--- src/rtl/dram_upkeep_pkg.sv ---
package dram_upkeep_pkg;

    typedef enum logic [3:0] {
        CMD_MODE  = 4'b0000,
        CMD_REF   = 4'b0001,
        CMD_PRE   = 4'b0010,
        CMD_NOP   = 4'b0111
    } cmd_e;

    typedef enum logic [3:0] {
        ST_PWRUP,
        ST_PRE_ALL,
        ST_RP_WAIT,
        ST_INIT_REF,
        ST_INIT_RFC,
        ST_MODE_SET,
        ST_RSC_WAIT,
        ST_READY,
        ST_DRAIN,
        ST_AUTO_REF,
        ST_AUTO_RFC,
        ST_SELF_IN,
        ST_SELF_HOLD,
        ST_SELF_OUT
    } state_e;

    localparam int ALL_BANK_BIT = 10;

endpackage

--- src/rtl/dram_upkeep_delay.sv ---
module dram_upkeep_delay #(
    parameter int W       = 8,
    parameter int RST_VAL = 0
) (
    input  logic         clk,
    input  logic         rst_n,
    input  logic         load,
    input  logic [W-1:0] load_val,
    output logic         zero
);
    logic [W-1:0] cnt;

    always_ff @(posedge clk) begin
        if (!rst_n)            cnt <= W'(RST_VAL);
        else if (load)         cnt <= load_val;
        else if (cnt != '0)    cnt <= cnt - 1'b1;
    end

    assign zero = (cnt == '0);
endmodule

--- src/rtl/dram_upkeep_interval.sv ---
module dram_upkeep_interval #(
    parameter int T_REFI = 1040
) (
    input  logic clk,
    input  logic rst_n,
    input  logic run,
    input  logic restart,
    input  logic ack,
    output logic pending
);
    localparam int CW = (T_REFI > 2) ? $clog2(T_REFI) : 1;
    localparam logic [CW-1:0] RELOAD = CW'(T_REFI - 1);

    logic [CW-1:0] cnt;

    always_ff @(posedge clk) begin
        if (!rst_n) begin
            cnt     <= RELOAD;
            pending <= 1'b0;
        end else if (!run || restart) begin
            cnt     <= RELOAD;
            pending <= 1'b0;
        end else if (cnt == '0) begin
            cnt     <= RELOAD;
            pending <= 1'b1;
        end else begin
            cnt <= cnt - 1'b1;
            if (ack) pending <= 1'b0;
        end
    end
endmodule

--- src/rtl/dram_upkeep.sv ---
module dram_upkeep
    import dram_upkeep_pkg::*;
#(
    parameter int ADDR_W     = 13,
    parameter int T_POWERUP  = 26700,
    parameter int T_RP       = 3,
    parameter int T_RFC      = 10,
    parameter int T_RSC      = 2,
    parameter int N_INIT_REF = 8,
    parameter int T_REFI     = 1040,
    parameter logic [ADDR_W-1:0] MODE_VAL = ADDR_W'(12'h032)
) (
    input  logic              clk,
    input  logic              rst_n,
    input  logic              idle_in,
    input  logic              self_req,
    output logic [3:0]        cmd_o,
    output logic              cke_o,
    output logic [ADDR_W-1:0] addr_o,
    output logic              ready_o,
    output logic              upkeep_req_o
);
    localparam int TMAX_A = (T_POWERUP > T_RFC) ? T_POWERUP : T_RFC;
    localparam int TMAX_B = (T_RP > T_RSC) ? T_RP : T_RSC;
    localparam int TMAX   = (TMAX_A > TMAX_B) ? TMAX_A : TMAX_B;
    localparam int TW     = $clog2(TMAX + 1);
    localparam int RW     = $clog2(N_INIT_REF + 1);

    state_e          state, state_nx;
    logic            t_load, t_zero;
    logic [TW-1:0]   t_val;
    logic [RW-1:0]   ref_cnt;
    logic            init_done;
    logic            due;

    dram_upkeep_delay #(.W(TW), .RST_VAL(T_POWERUP - 1)) i_delay (
        .clk      (clk),
        .rst_n    (rst_n),
        .load     (t_load),
        .load_val (t_val),
        .zero     (t_zero)
    );

    dram_upkeep_interval #(.T_REFI(T_REFI)) i_interval (
        .clk     (clk),
        .rst_n   (rst_n),
        .run     (init_done),
        .restart (state inside {ST_SELF_IN, ST_SELF_HOLD, ST_SELF_OUT}),
        .ack     (state == ST_AUTO_REF),
        .pending (due)
    );

    // state register and its bookkeeping counters
    always_ff @(posedge clk) begin
        if (!rst_n) begin
            state     <= ST_PWRUP;
            ref_cnt   <= '0;
            init_done <= 1'b0;
        end else begin
            state <= state_nx;
            if (state == ST_INIT_REF) ref_cnt <= ref_cnt + 1'b1;
            if (state == ST_RSC_WAIT && t_zero) init_done <= 1'b1;
        end
    end

    // next state and wait loading
    always_comb begin
        state_nx = state;
        t_load   = 1'b0;
        t_val    = '0;
        unique case (state)
            ST_PWRUP:     if (t_zero) state_nx = ST_PRE_ALL;
            ST_PRE_ALL: begin
                t_load = 1'b1; t_val = TW'(T_RP - 2); state_nx = ST_RP_WAIT;
            end
            ST_RP_WAIT:   if (t_zero) state_nx = ST_INIT_REF;
            ST_INIT_REF: begin
                t_load = 1'b1; t_val = TW'(T_RFC - 2); state_nx = ST_INIT_RFC;
            end
            ST_INIT_RFC:
                if (t_zero) state_nx = (ref_cnt == RW'(N_INIT_REF)) ? ST_MODE_SET : ST_INIT_REF;
            ST_MODE_SET: begin
                t_load = 1'b1; t_val = TW'(T_RSC - 2); state_nx = ST_RSC_WAIT;
            end
            ST_RSC_WAIT:  if (t_zero) state_nx = ST_READY;
            ST_READY:     if (due || self_req) state_nx = ST_DRAIN;
            ST_DRAIN: begin
                if (idle_in && due)           state_nx = ST_AUTO_REF;
                else if (idle_in && self_req) state_nx = ST_SELF_IN;
                else if (!due && !self_req)   state_nx = ST_READY;
            end
            ST_AUTO_REF: begin
                t_load = 1'b1; t_val = TW'(T_RFC - 2); state_nx = ST_AUTO_RFC;
            end
            ST_AUTO_RFC:  if (t_zero) state_nx = ST_READY;
            ST_SELF_IN:   state_nx = ST_SELF_HOLD;
            ST_SELF_HOLD: if (!self_req) begin
                t_load = 1'b1; t_val = TW'(T_RFC - 1); state_nx = ST_SELF_OUT;
            end
            ST_SELF_OUT:  if (t_zero) state_nx = ST_READY;
            default:      state_nx = ST_PWRUP;
        endcase
    end

    // outputs decoded from the state
    always_comb begin
        cmd_o        = CMD_NOP;
        cke_o        = 1'b1;
        addr_o       = '0;
        ready_o      = 1'b0;
        upkeep_req_o = 1'b0;
        unique case (state)
            ST_PRE_ALL: begin
                cmd_o = CMD_PRE;
                addr_o[ALL_BANK_BIT] = 1'b1;
            end
            ST_INIT_REF, ST_AUTO_REF: cmd_o = CMD_REF;
            ST_MODE_SET: begin
                cmd_o  = CMD_MODE;
                addr_o = MODE_VAL;
            end
            ST_READY: ready_o = 1'b1;
            ST_DRAIN: begin
                ready_o      = 1'b1;
                upkeep_req_o = 1'b1;
            end
            ST_SELF_IN: begin
                cmd_o = CMD_REF;
                cke_o = 1'b0;
            end
            ST_SELF_HOLD: cke_o = 1'b0;
            default: ;
        endcase
    end
endmodule

--- config.mk ---
export PLATFORM = sky130hd
export DESIGN_NAME = dram_upkeep
export DESIGN_NICKNAME = d
export VERILOG_FILES = /design/src/rtl/dram_upkeep_pkg.sv /design/src/rtl/dram_upkeep_delay.sv /design/src/rtl/dram_upkeep_interval.sv /design/src/rtl/dram_upkeep.sv
export SDC_FILE = /design/constraint.sdc
export NUM_CORES = 1
export LEC_CHECK = 0
export BUFFER_PORTS_ARGS = -buffer_cell sky130_fd_sc_hd__buf_2
export CORE_AREA = 2 2 104 56
export DETAILED_ROUTE_END_ITERATION = 7
export DIE_AREA = 0 0 106 58
export PLACE_DENSITY = 0.64
export SYNTH_ARGS = -nofsm -noshare
export SYNTH_HDL_FRONTEND = slang
export SYNTH_SLANG_ARGS = --single-unit
--- constraint.sdc ---
create_clock -name clk -period 2.62 [get_ports clk]
set_clock_uncertainty 0.1 [all_clocks]
set_input_delay 0.393 -clock clk [delete_from_list [all_inputs] [get_ports clk]]
set_output_delay 0.393 -clock clk [all_outputs]
set_load 0.01 [all_outputs]
==> results.json, run 1 <==
{
  "drc": 0,
  "max-slew-margin-rel_pct": 46.2,
  "rows": 19,
  "path_clk_slew_ns": 0.07,
  "ys_seq_elements": 36,
  "grt_pass1_vias": 1516,
  "fin_crit_sh_pct": 87.0,
  "die_area_um2": 6150,
  "cts_buffers": 5,
  "routed.top_layer": "met4",
  "crit_required_ns": 2.70,
  "syn_area_um2": 2030,
  "clockRootBuffer": "clkbuf_8",
  "synth.distinct_cells": 46,
  "drive_gt1_share_pct": 9.16,
  "fin_util_pct": 41.3,
  "cts_max_path_buffers": 2,
  "worst_pin_slew_ns": 0.804,
  "gp_congestion": 0.801,
  "fp.dieH_um": 58,
  "ant_nets": 0,
  "met2_length_mm": 1.50,
  "synth_edf_count": 0,
  "path_cells": "inv_1 > ha_1 > nor4b_1 > and4_1 > a21oi_2 > or2_1 > o311a_1",
  "period_minus_slack_ns": 2.28,
  "pin_count": 24,
  "ys_warn_count": 0,
  "path_buf_inv": 1,
  "pre_cts_slack_ns": 0.343,
  "vias": 1677,
  "slew_violations": 0,
  "critPathKind": "reg -> reg",
  "netlist_instances": 255,
  "status": "finished, final reports clean",
  "synthToLayoutAreaGrowth_pct": 7.03,
  "hp-class": "reg -> reg",
  "grt_max_degree": 22,
  "synth_area_per_cell_um2": 7.96,
  "port_buffers": 13,
  "fmax_mhz": 438,
  "rsz0062_at_grt": "false",
  "cts_hold_buffers": 0,
  "layout_commonest_cell": "nor2_1",
  "antenna_found_initial": 0,
  "diodes": 0,
  "fillerInstances": 542,
  "cp_top_family": "simple AND/OR/NAND/NOR gates",
  "power.density_nw_per_um2": 498,
  "synth-main-ff-cell": "dfxtp_1",
  "crit_path_max_fanout": 7,
  "multi_input_area_um2": 1170,
  "first_iter_violations": 91,
  "insertion_delay_ns": 0.28,
  "maxCapViolCount": 0,
  "hold_ws_ns": 0.302,
  "synthArstFlopShare_pct": 0,
  "finalSetupTns_ns": 0,
  "htreeDepth": 2,
  "drt-met1-wl_mm": 2.29,
  "worst_ep_arrival_time_ns": 2.36,
  "finalHoldViolCount": 0,
  "wl_per_cell_um": 12.3,
  "finalSetupViolations": 0,
  "dp_hpwl_mm": 3.03,
  "final_nets": 273,
  "drt-vias-per-instance": 5.01,
  "p_leak_nw": 0.865,
  "worst_setup_path_start_kind": "flop",
  "track_usage_pct": 14.7,
  "overflow": 0,
  "wl_met3_um": 271,
  "start_util_pct": 38.6,
  "clock_sinks": 36,
  "yosysSeqAreaShare_pct": 35.5,
  "core-area_um2": 5250,
  "finalWorstSetupSlack_ns": 0.339,
  "fp.dieW_um": 106,
  "wl_mm": 4.11,
  "cts_resized": 0,
  "crit_slowest_cell": "and4_1",
  "grt_pass1_wl_mm": 7.11,
  "mostFrequentLayoutCells": "38 x nor2_1, 36 x dfxtp_1, 15 x nand2_1, 13 x buf_2",
  "cts_tree": "built",
  "worst_ir_drop_vdd_mv": 0.191,
  "firstDrtPassIters": 4,
  "end_kind": "flop",
  "cts_setup_buffers": 0,
  "critPathMaxStageDelay_ns": 0.39,
  "register_area_um2": 721
}
## metal layers
layer / global-route usage (%) / vias to the layer above
li1: - / 873
met1: 22.5 / 757
met2: 19.4 / 42
met3: 4.39 / 5
met4: 4.51 / 0
met5: 0 / -
## sequential cells by signal, summed over array words and instances, names as in the netlist
signal              cells
i_delay.cnt            15
i_interval.pending      1
ref_cnt                 4
state                   4
init_done               1
i_interval.cnt         11
## cell families (layout without fill, tap and decap cells)
group	Yosys count	in the layout	share of synthesized area, %
simple gates	114	114	29.0
compound gates	41	41	13.1
flops	36	36	35.5
buf+inv	34	32	8.69
xor+xnor	23	23	9.93
fa+ha+maj	6	6	3.58
other cells	1	10	0.185
## worst paths after layout
check / start / to / slack, ns / cells past startpoint
setup / recovery: i_delay.cnt[0] / state[1] / 0.34 / 7
hold / removal: i_interval.cnt[0] / i_interval.cnt[0] / 0.30 / 1
setup reg to reg: i_delay.cnt[0] / state[1] / 0.34 / 7
hold reg to reg: i_interval.cnt[0] / i_interval.cnt[0] / 0.30 / 1
## per-stage QoR
stage	area [um^2]	cells	power [mW]
finish	2170	335	1.08
global route	2170	335	1.14
CTS	2170	335	1.09
detailed placement	2100	330	0.738
global placement	2100	330	0.736
floorplan	2060	264	0.714
## area by class of cell
class | count | area share [%]
well taps | 73 | 4.21
inverters | 12 | 2.07
flip-flops and latches | 36 | 33.2
repair buffers | 15 | 3.69
clock buffers | 5 | 3.17
multi-input cells | 194 | 53.7
## cells in the mapped netlist, types with 4 or more instances
cell	number	share of area, %
nor4_1	4	1.2
dfxtp_1	36	36
and2_1	5	1.5
nand3_1	12	3.0
nor3_1	11	2.7
inv_1	12	2.2
a21oi_1	10	2.5
xor2_1	11	4.7
buf_4	13	4.8
nand2b_1	5	1.5
nand2_1	15	2.8
ha_1	5	3.1
nor2_1	38	7.0
xnor2_1	12	5.2
nand4_1	5	1.5
o21ai_0	11	2.7
clkbuf_1	8	1.5
o31ai_1	5	1.8
## report_power, final
part,total (mW),internal [mW],switching (mW)
Sequential,0.603,0.569,0.0347
Combinational,0.125,0.0502,0.0745
Clock,0.353,0.171,0.182
No activity file was read; power rests on OpenSTA's default activity.
==> inputs of run 2 (changes only) <==
Settings changed: CELL_PAD_IN_SITES_DETAIL_PLACEMENT from default to 0, CELL_PAD_IN_SITES_GLOBAL_PLACEMENT from default to 1, PLACE_DENSITY 0.64 to 0.8.
==> run 2 against run 1 <==
  * Die area unchanged
  * Cell count increased by 1.5%
  * Clock power increased by 38%
  * Critical path depth decreased by 4
  * Largest power group unchanged
  * Wire length increased by 4.5%
  * Sequential share of layout area decreased by 0.80 points
==> results.json, run 2 (same netlist as run 1, synthesis figures left out) <==
{
  "cts_setup_buffers": 0,
  "cts_buffers": 5,
  "rsz0062_at_grt": "false",
  "wl_per_cell_um": 12.6,
  "cts_hold_buffers": 0,
  "pin_count": 24,
  "end_kind": "primary output",
  "reg2reg_from": "i_delay.cnt[0]",
  "final_nets": 275,
  "overflow": 0,
  "clock_sinks": 36,
  "worstHoldStart": "rst_n",
  "layout_commonest_cell": "nor2_1",
  "multi_input_area_um2": 1170,
  "ant_nets": 0,
  "finalSetupViolations": 0,
  "htreeDepth": 2,
  "dp_hpwl_mm": 3.30,
  "crit_start": "state[2]",
  "largest_register": "i_delay.cnt",
  "wl_mm": 4.29,
  "top_regs": "i_delay.cnt (15), i_interval.cnt (11)",
  "worst_ep_arrival_time_ns": 1.83,
  "port_buffers": 13,
  "hp-class": "in -> reg",
  "worst_pin_slew_ns": 0.726,
  "status": "finished, final reports clean",
  "synthToLayoutAreaGrowth_pct": 9.68,
  "diodes": 0,
  "fillerInstances": 539,
  "grt_busiest_layer": "met1",
  "track_usage_pct": 15.4,
  "cts_tree": "built",
  "grtUsageMet2_pct": 18.5,
  "antenna_found_initial": 0,
  "vias": 1661,
  "grt_max_degree": 25,
  "register_area_um2": 721,
  "fp.dieH_um": 58,
  "use_met1_pct": 24.7,
  "fmax_mhz": 431,
  "grt_pass1_vias": 1482,
  "drt-vias-per-instance": 4.89,
  "gp_congestion": 0.824,
  "drive_gt1_share_pct": 10.5,
  "crit_required_ns": 2.13,
  "fin_crit_sh_pct": 88.6,
  "finalHoldViolCount": 0,
  "grt_pass1_wl_mm": 7.30,
  "worst_setup_path_start_kind": "flop",
  "finalSetupTns_ns": 0,
  "max-slew-margin-rel_pct": 51.5,
  "rows": 19,
  "largest_reg_flops": 15,
  "cts_max_path_buffers": 2,
  "start_util_pct": 38.6,
  "maxCapViolCount": 0,
  "core-area_um2": 5250,
  "crit_path_max_fanout": 24,
  "clockRootBuffer": "clkbuf_8",
  "die_area_um2": 6150,
  "worst_ir_drop_vdd_mv": 0.241,
  "power.density_nw_per_um2": 546,
  "p_leak_nw": 0.895,
  "insertion_delay_ns": 0.29,
  "firstDrtPassIters": 4,
  "fp.dieW_um": 106,
  "first_iter_violations": 131,
  "gr-usage-met3_pct": 5.29,
  "period_minus_slack_ns": 2.32,
  "slew_violations": 0,
  "cts_resized": 0,
  "finalWorstSetupSlack_ns": 0.298,
  "critPathKind": "reg -> out",
  "path_clk_slew_ns": 0.08,
  "drc": 0,
  "pre_cts_slack_ns": 0.389,
  "fin_total_pwr_mw": 1.22,
  "mostFrequentLayoutCells": "38 x nor2_1, 36 x dfxtp_1, 15 x nand2_1, 13 x buf_2"
}
[run 2: cell types whose count changed in the layout (fill, tap and decap cells not counted)]
cell and change:
bufinv_16 +1, clkbuf_1 +1, clkinv_2 +1, buf_4 +2
[run 2: final cells by class]
class / count / area share, %
Inverter: 12 / 2.02
Clock inverter: 2 / 1.57
Multi-Input combinational cell: 194 / 52.4
Sequential cell: 36 / 32.4
Clock buffer: 6 / 3.26
Tap cell: 73 / 4.10
Timing Repair Buffer: 17 / 4.27
[run 2: final timing paths]
| path | to | slack [ns] | depth (start not counted) |
|---|---|---|---|
| max reg2reg | state[1] | 0.35 | 7 |
| min | i_delay.cnt[13] | 0.29 | 2 |
| min reg2reg | i_interval.cnt[0] | 0.31 | 1 |
| max | cke_o | 0.30 | 3 |
[run 2: worst max-delay path, cell delays in order, from the launching register on]
cell and delay (ns):
dfxtp_1 0.79, and3b_1 0.26, o21ai_0 0.30, buf_2 0.20
[run 2: per-stage QoR]
stage	utilization, %	instances	instance area, um^2	hold WS, ns
global placement	40.3	332	2120	0.286
CTS	42.4	340	2230	0.280
floorplan	-	264	2060	0.271
global route	42.4	340	2230	0.291
finish	42.4	340	2230	0.294
detailed placement	40.3	332	2120	0.291
[run 2: metal layers]
layer  routed length, um  vias to the layer above
li1                    -                      882
met3                 264                        4
met1                2520                      736
met2                1490                       39
met4                  22                        0
met5                   0                        -
[run 2: where the power goes]
group          switching, mW  internal [mW]
Clock                  0.204          0.283
Combinational         0.0769         0.0519
Sequential            0.0334          0.568
Total                  0.314          0.903
